<file path="config.mk">
export PLATFORM = sky130hd
export DESIGN_NAME = bus_match_unpacker
export DESIGN_NICKNAME = d
export VERILOG_FILES = /design/src/rtl/bm_unpack_pkg.sv /design/src/rtl/bmu_ctrl.sv /design/src/rtl/bmu_datapath.sv /design/src/rtl/bus_match_unpacker.sv
export SDC_FILE = /design/constraint.sdc
export NUM_CORES = 1
export LEC_CHECK = 0
export ABC_AREA = 1
export ABC_CLOCK_PERIOD_IN_PS = 2100
export BUFFER_PORTS_ARGS = -buffer_cell sky130_fd_sc_hd__buf_2
export CAP_MARGIN = 10
export CORE_MARGIN = 2
export CORE_UTILIZATION = 41
export CTS_CLUSTER_DIAMETER = 100
export CTS_CLUSTER_SIZE = 24
export DETAILED_ROUTE_END_ITERATION = 8
export PLACE_DENSITY = 0.84
export SLEW_MARGIN = 20
export SYNTH_ARGS = -nofsm -noshare
export SYNTH_HDL_FRONTEND = slang
export SYNTH_SLANG_ARGS = --single-unit
</file>
<file path="constraint.sdc">
create_clock -name clk -period 2.1 [get_ports clk]
set_input_delay 0.315 -clock clk [delete_from_list [all_inputs] [get_ports clk]]
set_output_delay 0.315 -clock clk [all_outputs]
set_load 0.005 [all_outputs]
</file>
<file path="src/rtl/bm_unpack_pkg.sv">
package bm_unpack_pkg;
  typedef enum logic [1:0] {
    WM_LONG = 2'd0,
    WM_HALF = 2'd1,
    WM_BYTE = 2'd2
  } widthMode_e;

  typedef struct packed {
    logic accept;
    logic lastPart;
  } strobes_t;
endpackage

</file>
<file path="src/rtl/bmu_ctrl.sv">
module bmu_ctrl
  import bm_unpack_pkg::*;
#(
  parameter int QUARTERS = 4,
  localparam int IDX_W = $clog2(QUARTERS)
) (
  input  logic             clk,
  input  logic             rstN,
  input  logic             endianIn,
  input  logic             busMatch,
  input  logic             sizeSel,
  input  logic             csN,
  input  logic             rdEn,
  output widthMode_e       mode,
  output logic [IDX_W-1:0] sliceIdx,
  output strobes_t         stb
);
  logic             endianQ;
  logic [IDX_W-1:0] partCnt;
  logic [IDX_W-1:0] lastIdx;

  always_comb begin
    if (!busMatch)    mode = WM_LONG;
    else if (sizeSel) mode = WM_BYTE;
    else              mode = WM_HALF;
  end

  always_comb begin
    unique case (mode)
      WM_BYTE: lastIdx = IDX_W'(QUARTERS - 1);
      WM_HALF: lastIdx = IDX_W'(1);
      default: lastIdx = '0;
    endcase
  end

  assign stb.accept   = !csN && rdEn;
  assign stb.lastPart = (partCnt == lastIdx);
  assign sliceIdx     = endianQ ? (lastIdx - partCnt) : partCnt;

  always_ff @(posedge clk) begin
    if (!rstN) begin
      endianQ <= endianIn;
      partCnt <= '0;
    end else if (stb.accept) begin
      partCnt <= stb.lastPart ? '0 : partCnt + 1'b1;
    end
  end


  hold_when_idle_chk: assert property (@(posedge clk) disable iff (!rstN)
    (csN || !rdEn) |=> $stable(partCnt));

  reset_clears_pos_chk: assert property (@(posedge clk)
    !rstN |=> (partCnt == '0));

  endian_frozen_chk: assert property (@(posedge clk) disable iff (!rstN)
    rstN |=> $stable(endianQ));

  pos_in_range_chk: assert property (@(posedge clk) disable iff (!rstN)
    partCnt <= lastIdx);

  long_single_part_chk: assert property (@(posedge clk) disable iff (!rstN)
    !busMatch |-> (partCnt == '0));
endmodule

</file>
<file path="src/rtl/bmu_datapath.sv">
module bmu_datapath
  import bm_unpack_pkg::*;
#(
  parameter int WORD_W   = 36,
  parameter int QUARTERS = 4,
  localparam int LANE_W = WORD_W / QUARTERS,
  localparam int HALF_W = WORD_W / 2,
  localparam int IDX_W  = $clog2(QUARTERS)
) (
  input  logic              clk,
  input  logic              rstN,
  input  logic [WORD_W-1:0] fifoWord,
  input  widthMode_e        mode,
  input  logic [IDX_W-1:0]  sliceIdx,
  output logic [WORD_W-1:0] rdData
);
  logic [LANE_W-1:0] quarterLane [QUARTERS];
  logic [HALF_W-1:0] halfLane    [2];

  for (genvar q = 0; q < QUARTERS; q++) begin : g_quarter
    assign quarterLane[q] = fifoWord[q*LANE_W +: LANE_W];
  end
  for (genvar h = 0; h < 2; h++) begin : g_half
    assign halfLane[h] = fifoWord[h*HALF_W +: HALF_W];
  end

  always_comb begin
    rdData = '0;
    unique case (mode)
      WM_BYTE: rdData[LANE_W-1:0] = quarterLane[sliceIdx];
      WM_HALF: rdData[HALF_W-1:0] = halfLane[sliceIdx[0]];
      default: rdData = fifoWord;
    endcase
  end


  byte_upper_zero_chk: assert property (@(posedge clk) disable iff (!rstN)
    (mode == WM_BYTE) |-> (rdData[WORD_W-1:LANE_W] == '0));

  half_upper_zero_chk: assert property (@(posedge clk) disable iff (!rstN)
    (mode == WM_HALF) |-> (rdData[WORD_W-1:HALF_W] == '0));
endmodule

</file>
<file path="src/rtl/bus_match_unpacker.sv">
module bus_match_unpacker
  import bm_unpack_pkg::*;
#(
  parameter int WORD_W   = 36,
  parameter int QUARTERS = 4,
  localparam int IDX_W = $clog2(QUARTERS)
) (
  input  logic              clk,
  input  logic              rstN,
  input  logic              endianIn,
  input  logic              busMatch,
  input  logic              sizeSel,
  input  logic              csN,
  input  logic              rdEn,
  input  logic [WORD_W-1:0] fifoWord,
  output logic [WORD_W-1:0] rdData,
  output logic              rdOe,
  output logic              popStrobe
);
  widthMode_e       mode;
  logic [IDX_W-1:0] sliceIdx;
  strobes_t         stb;

  bmu_ctrl #(.QUARTERS(QUARTERS)) u_ctrl (
    .clk(clk), .rstN(rstN), .endianIn(endianIn), .busMatch(busMatch),
    .sizeSel(sizeSel), .csN(csN), .rdEn(rdEn),
    .mode(mode), .sliceIdx(sliceIdx), .stb(stb)
  );

  bmu_datapath #(.WORD_W(WORD_W), .QUARTERS(QUARTERS)) u_dp (
    .clk(clk), .rstN(rstN), .fifoWord(fifoWord), .mode(mode),
    .sliceIdx(sliceIdx), .rdData(rdData)
  );

  assign popStrobe = stb.accept && stb.lastPart;
  assign rdOe      = !csN;


  pop_needs_read_chk: assert property (@(posedge clk) disable iff (!rstN)
    popStrobe |-> (!csN && rdEn));
endmodule

</file>
# Word level (Yosys, flattened, before mapping)
# Index checks and enable logic that the tools add are counted.
# W data, S select, Z words.
[classes] add_sub_neg=2 order_cmp=2 eq_ne=3 mux=14 bitwise_logic=2 reduce_logical=4
[op_table] operator="$mux W18" count=4
[op_table] operator="$pmux W9 S2" count=2
[op_table] operator="$bmux W9 S2" count=1
[op_table] operator="$mux W9" count=2
[op_table] operator="$mux W2" count=4
[op_table] operator="$pmux W2 S2" count=1
[op_table] operator="$ge A3 B3 Y1 const B" count=1
[op_table] operator="$not A2 Y3" count=1
[op_table] operator="$add A2 B1 Y2 const B" count=1
[op_table] operator="$eq A2 B1 Y1 const B" count=1
[op_table] operator="$eq A2 B2 Y1" count=1
[op_table] operator="$eq A2 B2 Y1 const B" count=1
[op_table] operator="$ge A2 B2 Y1 const B" count=1
[op_table] operator="$logic_and A1 B1 Y1" count=2
[op_table] operator="$not A1 Y2" count=1
[op_table] operator="$reduce_or A2 Y1" count=1
[op_table] operator="$sub A2 B2 Y2" count=1
[op_table] operator="$logic_not A1 Y1" count=1
[word_totals] ff_bits=3 inputBits=43

# Logic depth before layout (Yosys ltp)
[depth] word_depth=11 depth_mapped=12

# Hierarchy
# Synthesis repeated with hierarchy kept, for this count alone.
[unflattened] hier_cells=249 hier_area_um2=1207.4
[modules_own_cells] mod="bmu_datapath" instances=1 cells_each=210 area_per_inst_um2=960.9 seq_area_each_um2=0.0
[modules_own_cells] mod="bmu_ctrl" instances=1 cells_each=36 area_per_inst_um2=235.2 seq_area_each_um2=70.1
[modules_own_cells] mod="bus_match_unpacker" instances=1 cells_each=3 area_per_inst_um2=11.3 seq_area_each_um2=0.0

# Worst setup path after synthesis
# OpenSTA, ideal clock, no wires.
[synth_timing] path_type="input port to output port" from="input busMatch" to="output rdData[2]" t_arrival_ns=1.612 setup_slack_ns=0.173 cell_stages=12 path_buffers=2 path_cell_list="inv_1 clkbuf_1 ha_1 inv_1 nand2_1 nand2_4 buf_6 nand2_1 o21ai_1 nand3_1 nand3_1 nand2_1"
[synth_between] elab_chain_len=10 word_cells_on_any_way=15
[synth_rtl] item="start: declaration" line_no="bus_match_unpacker.sv:11" text="input logic busMatch,"
[synth_rtl] item="$mux W2 (*)" line_no="bmu_ctrl.sv:23" text="if (!busMatch) mode = WM_LONG;"
[synth_rtl] item="$eq A2 B1 Y1 / $eq A2 B2 Y1 (equally long branches)" line_no="bmu_ctrl.sv:29, bmu_datapath.sv:29"
[synth_rtl] item="$pmux W2 S2" line_no="bmu_ctrl.sv:29" text="unique case (mode)"
[synth_rtl] item="$sub A2 B2 Y2" line_no="bmu_ctrl.sv:38" text="assign sliceIdx = endianQ ? (lastIdx - partCnt) : partCnt;"
[synth_rtl] item="$mux W2" line_no="bmu_ctrl.sv:38"
[synth_rtl] item="$not A2 Y3 (implied by the code) / $not A1 Y2 (equally long branches)" line_no="bmu_datapath.sv:30, bmu_datapath.sv:31"
[synth_rtl] item="$bmux W9 S2 / $mux W18 (equally long branches)" line_no="bmu_datapath.sv:30, bmu_datapath.sv:31"
[synth_rtl] item="$mux W9 (implied by the code) / $mux W18 (equally long branches) (2 in series)" line_no="bmu_datapath.sv:30, bmu_datapath.sv:31"
[synth_rtl] item="$pmux W9 S2 (*)" line_no="bmu_datapath.sv:29" text="unique case (mode)"
[synth_rtl] item="end: declaration" line_no="bus_match_unpacker.sv:16" text="output logic [WORD_W-1:0] rdData,"
# Mark *: on every way between the ends. The rest lies on a longest branch, timed or not. The select of a mux whose other input is x is not followed.

# Worst setup path in the final report
[layout_timing] from="register u_ctrl.partCnt[0]" to="output rdData[8]"
[layout_between] elab_chain_len=7 word_cells_on_any_way=11
[layout_rtl] item="start: declaration" line_no="bmu_ctrl.sv:19" text="logic [IDX_W-1:0] partCnt;"
[layout_rtl] item="start signal: assignment" line_no="bmu_ctrl.sv:45" text="partCnt <= stb.lastPart ? '0 : partCnt + 1'b1;"
[layout_rtl] item="$sub A2 B2 Y2" line_no="bmu_ctrl.sv:38"
[layout_rtl] item="$mux W2 (*)" line_no="bmu_ctrl.sv:38"
[layout_rtl] item="$not A2 Y3 (implied by the code) / $not A1 Y2 (equally long branches)" line_no="bmu_datapath.sv:30, bmu_datapath.sv:31"
[layout_rtl] item="$bmux W9 S2 / $mux W18 (equally long branches)" line_no="bmu_datapath.sv:30, bmu_datapath.sv:31"
[layout_rtl] item="$mux W9 (implied by the code) / $mux W18 (equally long branches) (2 in series)" line_no="bmu_datapath.sv:30, bmu_datapath.sv:31"
[layout_rtl] item="$pmux W9 S2 (*)" line_no="bmu_datapath.sv:29"
# Marked as above.

==> impl_metrics.json <==
{
  "synth_area_leaders": "sky130_fd_sc_hd__o21ai_0 (19%), sky130_fd_sc_hd__nand2_1 (18%), sky130_fd_sc_hd__nand3_1 (14%), sky130_fd_sc_hd__inv_1 (12%), sky130_fd_sc_hd__nor2_1 (6.7%)",
  "met2_wirelength_um": 2050,
  "tightestPinTransition_ns": 0.380,
  "endpoint": "rdData[8]",
  "crit_arrival_ns": 1.73,
  "antenna_found_initial": 0,
  "cts_tree": "yes",
  "finalMaxSlewViolations": 0,
  "place.gp.congestion": 0.818,
  "clock_pin_slew_worst_setup_and_hold_paths_ns": 0.03,
  "timing.critical_path.buf_inv": 2,
  "fin_skew_ns": 0.00617,
  "final_area_mm2": 0.00168,
  "yosys_most_used_dff": "sky130_fd_sc_hd__dfxtp_1",
  "number_of_enable_flip_flop_cells_after_synthesis": 1,
  "max_cap_violations": 0,
  "syn_area_mm2": 0.00111,
  "syn-mean-instance-area_um2": 4.99,
  "netlist.area_leader.share": 0.193,
  "async_reset_ff_frac": 0,
  "number_of_distinct_library_cell_variants_in_the_gate_level_netlist_after_synthesis": 25,
  "gr-usage-all-layers": 0.258,
  "hp-class": "input port to register",
  "worstSetupStartpointType": "register",
  "route.top_layer_used": "met4",
  "seq_area_frac_synth": 0.0629,
  "first_pass_iters": 4,
  "tns_ns": 0,
  "placed_cells": 327,
  "wl_met1_um": 1710,
  "antenna_violating_nets_post_route": 0,
  "detail_route.drc_violations": 0,
  "outcome": "finished clean",
  "yosys_warning_total": 0,
  "ctsHtreeMaxLevel": 1,
  "max-clock-path-buffers": 2,
  "synth.largest_area_cell": "sky130_fd_sc_hd__o21ai_0",
  "pin_count": 81,
  "maxSlewHeadroom": 0.746,
  "ff_latch_count_synth": 3,
  "die_area_mm2": 0.00315,
  "period_minus_slack_ns": 2.05,
  "synthMostInstantiatedCell": "sky130_fd_sc_hd__nand2_1",
  "crit_fanout": 7,
  "ff2ff_path_depth": 6,
  "slowest_stage": "sky130_fd_sc_hd__dfxtp_4",
  "place_worst_setup_slack_ns": 0.105,
  "smallest_setup_slack_after_layout_ns": 0.0527,
  "grt_setup_unrepaired": "true",
  "met3_wirelength_um": 415,
  "mapped_cells": 223,
  "wl_per_cell_um": 12.4,
  "n_antenna_cell": 0,
  "cts-hold-fix-buffers": 0,
  "report.final.setup_viol": 0,
  "crit-reg2reg-launch": "u_ctrl.partCnt[0]",
  "final_net_count": 354,
  "grt_pass1_vias": 1600,
  "path_cells": "ha_4, inv_1, nand2_4, nand2_4, o21ai_0, nand3_1, nand3_1, nand2_1, buf_2",
  "tritoncts_num_sinks": 3,
  "postRouteWirelength_um": 4200,
  "cp.depth": 9,
  "crit_family": "simple AND/OR/NAND/NOR gates",
  "dr.first_iter.drc_count": 72,
  "vdd_drop_max_mv": 0.422,
  "worst-setup-path-type": "register to output port",
  "die_width_um": 56.1,
  "clock_insertion_delay_worst_skew_ns": 0.25,
  "yosys-top-cells-count": "sky130_fd_sc_hd__nand2_1 (52), sky130_fd_sc_hd__o21ai_0 (43), sky130_fd_sc_hd__inv_1 (35)",
  "syn_to_final_growth_pct": 50.7,
  "fmaxAchievable_mhz": 488,
  "overflow": 0,
  "powerDensity_mw_per_mm2": 373,
  "worstPathRequired_ns": 1.78,
  "cp-end-kind": "output port",
  "post-route-period-util": 0.975,
  "dr_total_vias": 1783,
  "synthesis.nets": 267,
  "final_layout_worst_hold_slack_ns": 0.248,
  "layout.cells.non_filler": 339,
  "leakagePower_nw": 1.01,
  "rows": 18,
  "place.detailed.hpwl_um": 2650,
  "grt_max_degree": 31,
  "post_route_cells_drive_above_1_share": 0.362,
  "die_y_um": 56.1,
  "via_per_inst": 5.26,
  "post_dp_cell_area_mm2": 0.00151,
  "grt_pass1_wl_um": 6780,
  "cpPeakStageDelay_ns": 0.35,
  "start_util": 0.441,
  "clock_tree.root_cell": "sky130_fd_sc_hd__clkbuf_4",
  "worstReg2RegEnd": "u_ctrl.partCnt[0]",
  "core_area_mm2": 0.00252,
  "port-buffer-count": 80,
  "worstSetupStartpoint": "u_ctrl.partCnt[0]",
  "ff2ff_setup_slack_ns": 0.91,
  "final_hold_viol_count": 0,
  "cts-buffers-inserted": 3
}
## cell families (layout without fill, tap and decap cells)
logic type,after synthesis,after routing,share of synthesized area
AND/OR/NAND/NOR,114,116,0.457
XOR/XNOR,1,1,0.00787
buffers and inverters,48,131,0.195
flip-flops,3,3,0.0629
adder cells (fa/ha/maj),1,1,0.0112
AO/OA/AOI/OAI,56,57,0.265
## routing by layer
layer / global-route usage / up-vias
met5: 0 / -
met4: 0.0748 / 0
met3: 0.0442 / 4
met2: 0.461 / 97
met1: 0.313 / 787
li1: - / 895
## worst min-delay path by stage
stage	start	to	slack, ns	cells past startpoint
final	endianIn	u_ctrl.endianQ	0.25	1
after global routing	endianIn	u_ctrl.endianQ	0.24	1
after CTS	endianIn	u_ctrl.endianQ	0.24	1
after detailed placement	endianIn	u_ctrl.endianQ	0.49	1
after global placement	endianIn	u_ctrl.endianQ	0.49	1
after floorplan	endianIn	u_ctrl.endianQ	0.41	0
## timing repair
| item | 4_1_cts | 5_1_grt |
|---|---|---|
| setup buffers | 1 | 4 |
| setup endpoints to repair | 18 | 12 |
| gates cloned | 3 | 0 |
| resized for setup | 6 | 12 |
| pin swaps | 2 | 4 |
## per-stage QoR
step / utilization / power [mW]
floorplan: - / 0.318
global placement: 0.598 / 0.435
detailed placement: 0.598 / 0.442
CTS: 0.631 / 0.580
global route: 0.665 / 0.685
finish: 0.665 / 0.625
## flip-flops by register name (all words and copies together), names as in the netlist
| name | cells |
|---|---|
| u_ctrl.partCnt | 2 |
| u_ctrl.endianQ | 1 |
## cells in the final DEF (no fill, tap or decap), drive strengths merged
master   n
xor2     1
dfxtp    2
nand3   32
buf     89
a21oi    1
o21ai   56
clkbuf   4
nor3b    1
ha       1
or2      1
nand2   62
clkinv   2
nor2    20
edfxtp   1
inv     36
## area by class of cell
class | instances | area (µm²)
clock buffers | 4 | 26.3
fillers | 253 | 845
inverters | 38 | 144
multi-input cells | 175 | 916
flip-flops and latches | 3 | 73.8
well taps | 30 | 37.5
repair buffers | 89 | 480
## power by group
part           switching, mW  total [mW]  internal (mW)
clock                 0.0376       0.109         0.0717
sequential           0.00428      0.0683         0.0640
combinational          0.258       0.448          0.190
total                  0.300       0.625          0.325
(Power assumes the default switching activity.)
